[config.mk]
export PLATFORM = sky130hd
export DESIGN_NAME = nand_cycle_seq
export DESIGN_NICKNAME = d
export VERILOG_FILES = /design/src/rtl/nand_seq_pkg.sv /design/src/rtl/nand_addr_builder.sv /design/src/rtl/nand_strobe_timer.sv /design/src/rtl/nand_cycle_seq.sv
export SDC_FILE = /design/constraint.sdc
export NUM_CORES = 1
export LEC_CHECK = 0
export BUFFER_PORTS_ARGS = -buffer_cell sky130_fd_sc_hd__buf_2
export CAP_MARGIN = 20
export CORE_UTILIZATION = 40
export CTS_CLUSTER_DIAMETER = 120
export CTS_CLUSTER_SIZE = 28
export DETAILED_ROUTE_END_ITERATION = 16
export GPL_TIMING_DRIVEN = 0
export SYNTH_ARGS = -nofsm -noshare
export SYNTH_HDL_FRONTEND = slang
export SYNTH_SLANG_ARGS = --single-unit
[constraint.sdc]
create_clock -name clk -period 3 [get_ports clk]
set_input_delay 0.75 -clock clk [delete_from_list [all_inputs] [get_ports clk]]
set_output_delay 0.75 -clock clk [all_outputs]
set_load 0.05 [all_outputs]
[src/rtl/nand_seq_pkg.sv]
package nand_seq_pkg;
    localparam int OFFSET_W = 35;
    localparam int ADDR_BYTES_MAX = 5;
    localparam int PAGE_BYTES_MAX = 3;

    typedef enum logic [1:0] {
        REQ_CMD  = 2'd0,
        REQ_COL  = 2'd1,
        REQ_PAGE = 2'd2,
        REQ_BOTH = 2'd3
    } req_kind_e;

    typedef enum logic [2:0] {
        S_IDLE,
        S_CMD,
        S_ADDR,
        S_STAT_CMD,
        S_POLL,
        S_WAIT,
        S_DONE
    } seq_state_e;
endpackage

[src/rtl/nand_addr_builder.sv]
module nand_addr_builder
    import nand_seq_pkg::*;
#(
    parameter bit WIDE16      = 1'b0,
    parameter int CAPACITY_MB = 256
) (
    input  logic [1:0]                     kind,
    input  logic                           spare,
    input  logic [OFFSET_W-1:0]            offset,
    output logic [ADDR_BYTES_MAX-1:0][7:0] bytes,
    output logic [2:0]                     nbytes
);
    localparam int FLAG_BIT = WIDE16 ? 2 : 3;
    localparam int PAGE_N   = (CAPACITY_MB > 128) ? 3 : 2;

    logic [7:0] col_lo, col_hi;
    logic [PAGE_BYTES_MAX-1:0][7:0] pg;

    always_comb begin
        col_lo = offset[7:0];
        col_hi = {5'b0, offset[10:8]};
        if (spare) col_hi[FLAG_BIT] = 1'b1;
        for (int i = 0; i < PAGE_BYTES_MAX; i++) begin
            pg[i] = offset[11 + 8*i +: 8];
        end
    end

    always_comb begin
        bytes  = '0;
        nbytes = '0;
        case (req_kind_e'(kind))
            REQ_COL: begin
                bytes[0] = col_lo;
                bytes[1] = col_hi;
                nbytes   = 3'd2;
            end
            REQ_PAGE: begin
                for (int i = 0; i < PAGE_N; i++) bytes[i] = pg[i];
                nbytes = 3'(PAGE_N);
            end
            REQ_BOTH: begin
                bytes[0] = col_lo;
                bytes[1] = col_hi;
                for (int i = 0; i < PAGE_N; i++) bytes[2+i] = pg[i];
                nbytes = 3'(2 + PAGE_N);
            end
            default: nbytes = '0;
        endcase
    end
endmodule

[src/rtl/nand_strobe_timer.sv]
module nand_strobe_timer #(
    parameter int LOW_CLKS  = 2,
    parameter int HIGH_CLKS = 2
) (
    input  logic clk,
    input  logic rst_n,
    input  logic run,
    output logic active_low,
    output logic sample,
    output logic byte_end
);
    localparam int TOT = LOW_CLKS + HIGH_CLKS;
    localparam int CW  = $clog2(TOT);

    typedef struct packed {
        logic [CW-1:0] cnt;
    } tmr_t;

    tmr_t tmr_q, tmr_d;

    assign active_low = run && (tmr_q.cnt < CW'(LOW_CLKS));
    assign sample     = run && (tmr_q.cnt == CW'(LOW_CLKS - 1));
    assign byte_end   = run && (tmr_q.cnt == CW'(TOT - 1));

    always_comb begin
        tmr_d = tmr_q;
        if (!run || byte_end) tmr_d.cnt = '0;
        else                  tmr_d.cnt = tmr_q.cnt + 1'b1;
    end

    always_ff @(posedge clk or negedge rst_n) begin
        if (!rst_n) tmr_q <= '0;
        else        tmr_q <= tmr_d;
    end

    // the low phase always ends on the sampling cycle
    assert_low_span_R1: assert property (@(posedge clk) disable iff (!rst_n)
        (run && $past(run) && $past(active_low) && !active_low) |-> $past(sample));
endmodule

[src/rtl/nand_cycle_seq.sv]
module nand_cycle_seq
    import nand_seq_pkg::*;
#(
    parameter bit         WIDE16       = 1'b0,
    parameter int         CAPACITY_MB  = 256,
    parameter int         WE_LOW_CLKS  = 2,
    parameter int         WE_HIGH_CLKS = 2,
    parameter logic [7:0] RESET_CMD    = 8'hFF,
    parameter logic [7:0] STATUS_CMD   = 8'h70,
    parameter int         READY_BIT    = 6
) (
    input  logic                clk,
    input  logic                rst_n,
    input  logic                req_valid,
    input  logic [1:0]          req_kind,
    input  logic                req_spare,
    input  logic [7:0]          req_cmd,
    input  logic [OFFSET_W-1:0] req_offset,
    input  logic                ce_hold,
    input  logic                nand_rb,
    input  logic [15:0]         nand_dq_in,
    output logic                busy,
    output logic                done,
    output logic                nand_ce_n,
    output logic                nand_cle,
    output logic                nand_ale,
    output logic                nand_we_n,
    output logic                nand_re_n,
    output logic [15:0]         nand_dq_out,
    output logic                nand_dq_oe
);
    typedef struct packed {
        seq_state_e                     state;
        logic [2:0]                     idx;
        logic [2:0]                     last;
        logic [7:0]                     cmd;
        logic [ADDR_BYTES_MAX-1:0][7:0] bytes;
        logic                           rdy;
    } seq_t;

    seq_t q, d;

    logic [ADDR_BYTES_MAX-1:0][7:0] bld_bytes;
    logic [2:0] bld_n;
    logic run, strobe_low, strobe_sample, byte_end;
    logic write_phase;
    logic [7:0] cur_byte;
    logic dq_unused;

    nand_addr_builder #(.WIDE16(WIDE16), .CAPACITY_MB(CAPACITY_MB)) u_builder (
        .kind(req_kind), .spare(req_spare), .offset(req_offset),
        .bytes(bld_bytes), .nbytes(bld_n)
    );

    assign run = (q.state == S_CMD) || (q.state == S_ADDR) ||
                 (q.state == S_STAT_CMD) || (q.state == S_POLL);

    nand_strobe_timer #(.LOW_CLKS(WE_LOW_CLKS), .HIGH_CLKS(WE_HIGH_CLKS)) u_timer (
        .clk(clk), .rst_n(rst_n), .run(run),
        .active_low(strobe_low), .sample(strobe_sample), .byte_end(byte_end)
    );

    assign dq_unused = ^nand_dq_in;

    always_comb begin
        d = q;
        case (q.state)
            S_IDLE: if (req_valid) begin
                d.cmd   = req_cmd;
                d.bytes = bld_bytes;
                d.last  = 3'(bld_n - 3'd1);
                d.idx   = '0;
                d.rdy   = 1'b0;
                if (req_kind_e'(req_kind) == REQ_CMD) d.state = S_CMD;
                else if (bld_n != '0)                 d.state = S_ADDR;
            end
            S_CMD: if (byte_end)
                d.state = (q.cmd == RESET_CMD) ? S_STAT_CMD : S_WAIT;
            S_ADDR: if (byte_end) begin
                if (q.idx == q.last) d.state = S_WAIT;
                else                 d.idx   = q.idx + 3'd1;
            end
            S_STAT_CMD: begin
                d.rdy = 1'b0;
                if (byte_end) d.state = S_POLL;
            end
            S_POLL: begin
                if (strobe_sample) d.rdy = nand_dq_in[READY_BIT];
                if (byte_end && q.rdy) d.state = S_WAIT;
            end
            S_WAIT: if (nand_rb) d.state = S_DONE;
            S_DONE: d.state = S_IDLE;
            default: d.state = S_IDLE;
        endcase
    end

    always_ff @(posedge clk or negedge rst_n) begin
        if (!rst_n) q <= '0;
        else        q <= d;
    end

    always_comb begin
        case (q.state)
            S_CMD:      cur_byte = q.cmd;
            S_ADDR:     cur_byte = q.bytes[q.idx];
            S_STAT_CMD: cur_byte = STATUS_CMD;
            default:    cur_byte = 8'h00;
        endcase
    end

    assign write_phase = (q.state == S_CMD) || (q.state == S_ADDR) || (q.state == S_STAT_CMD);
    assign busy        = (q.state != S_IDLE);
    assign done        = (q.state == S_DONE);
    assign nand_ce_n   = !ce_hold;
    assign nand_cle    = (q.state == S_CMD) || (q.state == S_STAT_CMD);
    assign nand_ale    = (q.state == S_ADDR);
    assign nand_we_n   = !(write_phase && strobe_low);
    assign nand_re_n   = !((q.state == S_POLL) && strobe_low);
    assign nand_dq_out = {8'h00, cur_byte};
    assign nand_dq_oe  = write_phase;

    assert_latch_excl_R8: assert property (@(posedge clk) disable iff (!rst_n)
        !(nand_cle && nand_ale));
    assert_re_no_latch_R8: assert property (@(posedge clk) disable iff (!rst_n)
        !nand_re_n |-> (!nand_cle && !nand_ale));
    assert_done_after_ready_R7: assert property (@(posedge clk) disable iff (!rst_n)
        done |-> $past(nand_rb));
    assert_done_single_R7: assert property (@(posedge clk) disable iff (!rst_n)
        done |=> !done);
    assert_dq_hold_R1: assert property (@(posedge clk) disable iff (!rst_n)
        (!nand_we_n && $past(!nand_we_n)) |-> $stable(nand_dq_out));
    assert_idle_quiet_R11: assert property (@(posedge clk) disable iff (!rst_n)
        !busy |-> (nand_we_n && nand_re_n && !nand_dq_oe));
endmodule

==> impl_metrics.json <==
{
  "maxClockFrequency_mhz": 344,
  "gr-max-usage-layer": "met2",
  "yosysMostFrequentCell": "sky130_fd_sc_hd__nand2_1",
  "prevailing_post_synth_register_cell": "sky130_fd_sc_hd__dfrtp_1",
  "drt_first_pass_iters": 4,
  "yosys_warnings": 0,
  "top_cells_by_area_in_the_synthesized_netlist": "sky130_fd_sc_hd__dfrtp_1 (45%), sky130_fd_sc_hd__nand2_1 (9.4%), sky130_fd_sc_hd__mux4_2 (5.5%), sky130_fd_sc_hd__a22oi_1 (3.9%), sky130_fd_sc_hd__nand3_1 (3.5%)",
  "status": "finished, final reports clean",
  "routed_wire_length_per_instance_um": 17.0,
  "worst_clock_skew_ps": 6.96,
  "n_fill_cell": 783,
  "core_mm2": 0.00785,
  "cts_root_buffer": "sky130_fd_sc_hd__clkbuf_8",
  "worstPathMaxFanout": 10,
  "clock_tree_from_tritoncts": "built",
  "grt_pass1_wl_um": 15600,
  "netlist_instances": 355,
  "drv_slew": 0,
  "floorplan.die_area_mm2": 0.00863,
  "setup_viol": 0,
  "maxCapViolCount": 0,
  "grt_util_met2_pct": 36.8,
  "power.switching_mw": 1.60,
  "power_report.internal_total_mw": 2.19,
  "post_synth.cell_area_avg_um2": 9.31,
  "io_pins": 91,
  "vdd.ir_drop.worst_mv": 0.327,
  "ys_async_sr_fraction_pct": 100,
  "via_count": 2908,
  "synthDominantCellAreaShare_pct": 45.4,
  "antenna_cells": 0,
  "synth_top_cell_by_area": "sky130_fd_sc_hd__dfrtp_1",
  "std_cell_rows": 32,
  "post-route-min-period_ps": 2900,
  "grt_use_total_pct": 24.2,
  "grt_antenna_before_repair": 0,
  "route.antenna.remaining_nets": 0,
  "initial_core_util_pct": 42.1,
  "pin_count_of_the_biggest_net_entering_global_routing": 39,
  "cts.path.max_buffers": 2,
  "power.share.clock_pct": 20.5,
  "port-buffer-count": 67,
  "seq_power_share_pct": 35.8,
  "period_share_pct": 96.8,
  "grtUsageMet1_pct": 34.4,
  "groute.layer.met3.usage_pct": 3.78,
  "wirelength_um": 9310,
  "cts_buffers": 9,
  "worstPathRequired_ps": 2250,
  "die_h_um": 92.9,
  "clk_transition_reported_paths_ps": 70,
  "iter_0_drt_violations": 179,
  "syn_area_mm2": 0.00331,
  "final_nets": 519,
  "rsz0062_at_grt": "false",
  "finalHoldViolCount": 0,
  "end_kind": "output pin",
  "postLayoutSetupSlackWorst_ps": 96.7,
  "startpoint_type": "register",
  "crit_start": "q[52]$_DFFE_PN0P_",
  "standby_leakage_power_nw": 2.00,
  "power_per_cell_area_mw_per_mm2": 927,
  "timing.slew.headroom_pct": 56.8,
  "worst-slew-pin-transition_ps": 649,
  "regToRegSetupSlack_ps": 880,
  "grt_pass1_vias": 2994,
  "edff_count_synth": 0,
  "reg2regPathDepth": 4,
  "synth_cell_type_count": 48,
  "drc": 0,
  "holdCritPathClass": "input port to async pin",
  "clk-insertion-delay-late_ps": 340,
  "combPwrFrac_pct": 43.7,
  "dp_hpwl_um": 6770,
  "clkSinkCount": 60,
  "synth.top_cells.by_count": "sky130_fd_sc_hd__nand2_1 (83), sky130_fd_sc_hd__dfrtp_1 (60), sky130_fd_sc_hd__nand3_1 (23), sky130_fd_sc_hd__nor2_1 (23), sky130_fd_sc_hd__o21ai_0 (23)",
  "seq_area_frac_synth_pct": 45.4,
  "setup.worst_path.end": "nand_dq_out[5]",
  "post_route_cells_drive_above_1_share_pct": 28.2,
  "htree_num_levels": 3,
  "place.gp.congestion": 0.831,
  "worst_ep_arrival_time_ps": 2150,
  "critical_path_class": "register to output pin",
  "synth_seq_cells": 60,
  "dpl_worst_slack_ps": 66.6,
  "startpoint_of_the_lowest_slack_register_to_register_path": "q[57]$_DFFE_PN0P_",
  "areaGrowthSynthToFinish_pct": 23.7,
  "r2r-end": "q[5]$_DFFE_PN0P_",
  "die_width_um": 92.9,
  "drt-vias-per-instance": 5.30,
  "sw_frac_of_total_pct": 42.3,
  "finalSetupTns_ps": 0,
  "grt_overflow": 0
}
## power by group through the flow
stage | Combinational (mW) | Sequential (mW) | Clock (mW)
2_1_floorplan | 1.24 | 1.29 | 0
3_3_place_gp | 1.61 | 1.35 | 0
3_5_place_dp | 1.64 | 1.35 | 0
4_1_cts | 1.66 | 1.34 | 0.787
5_1_grt | 1.83 | 1.40 | 0.826
6_report | 1.66 | 1.36 | 0.777
## how the worst min path moves through the flow
| stage | start | endpoint | depth (start not counted) |
|---|---|---|---|
| final | rst_n | u_timer.tmr_q[0]$_DFF_PN0_ | 1 |
| after global routing | rst_n | u_timer.tmr_q[0]$_DFF_PN0_ | 1 |
| after CTS | rst_n | u_timer.tmr_q[0]$_DFF_PN0_ | 1 |
| after global placement | q[25]$_DFFE_PN0P_ | q[25]$_DFFE_PN0P_ | 2 |
| after detailed placement | q[25]$_DFFE_PN0P_ | q[25]$_DFFE_PN0P_ | 2 |
| after floorplan | q[25]$_DFFE_PN0P_ | q[25]$_DFFE_PN0P_ | 2 |
## per-layer routing
layer  part of all wire (%)  wire length [um]
met1                     48              4510
met2                     45              4190
met3                    5.3               490
met4                    1.2               116
met5                      0                 0
## through the flow
stage,cell area (um^2),power [mW],std cells,hold slack (ps),utilization (%)
2_1_floorplan,3330,2.53,362,434,-
3_3_place_gp,3800,2.96,531,447,48.4
3_5_place_dp,3820,3.00,532,458,48.6
4_1_cts,4060,3.79,548,403,51.8
5_1_grt,4090,4.06,549,437,52.1
6_report,4090,3.79,549,396,52.1
## logic make-up after synthesis
family | after synthesis | synth area share, %
other | 1 | 0.113
flip-flops | 60 | 45.4
XOR/XNOR | 4 | 1.06
buffers and inverters | 47 | 6.62
adder cells (fa/ha/maj) | 8 | 3.03
AND/OR/NAND/NOR | 148 | 20.9
AO/OA/AOI/OAI | 77 | 16.7
multiplexers | 10 | 6.21
## layout by cell type, fill, tap and decap left out, drive strengths merged, types with 2 or more instances in the layout
cell and n:
buf 85, nand2 84, dfrtp 60, clkbuf 33, nor2 23, nand3 23
o21ai 23, a22oi 17, inv 12, a221oi 11, mux4 8, ha 8
conb 8, a21oi 6, o32ai 5, xnor2 4, and4 3, nand3b 2
nand2b 2, nor3b 2, or4b 2, a22o 2, a211o 2, a211oi 2
nor4b 2
## area by class of cell
class	instances	area, um^2	area share, %
Multi-Input combinational cell	255	1640	40.0
Sequential cell	60	1500	36.7
Timing Repair Buffer	72	385	9.42
Clock buffer	13	179	4.37
Buffer	33	176	4.31
Tap cell	102	128	3.12
Inverter	13	52.6	1.28
Clock inverter	1	30.0	0.734
## what timing repair did
item	in CTS	in global routing
setup endpoints to repair	8	9
buffers inserted	2	2
pin swaps	1	0
gates cloned	0	0
resized for setup	6	5
hold buffers	0	0
## registers in the layout (all words and copies together) (netlist names)
name / cells
q: 58
u_timer.tmr_q: 2
## worst max-delay path: stages (launching register included)
cell and delay (ps):
sky130_fd_sc_hd__dfrtp_2 450, sky130_fd_sc_hd__buf_6 210, sky130_fd_sc_hd__mux4_2 550, sky130_fd_sc_hd__a221oi_2 300, sky130_fd_sc_hd__o21ai_1 100, sky130_fd_sc_hd__buf_2 210
(Power assumes the default switching activity.)
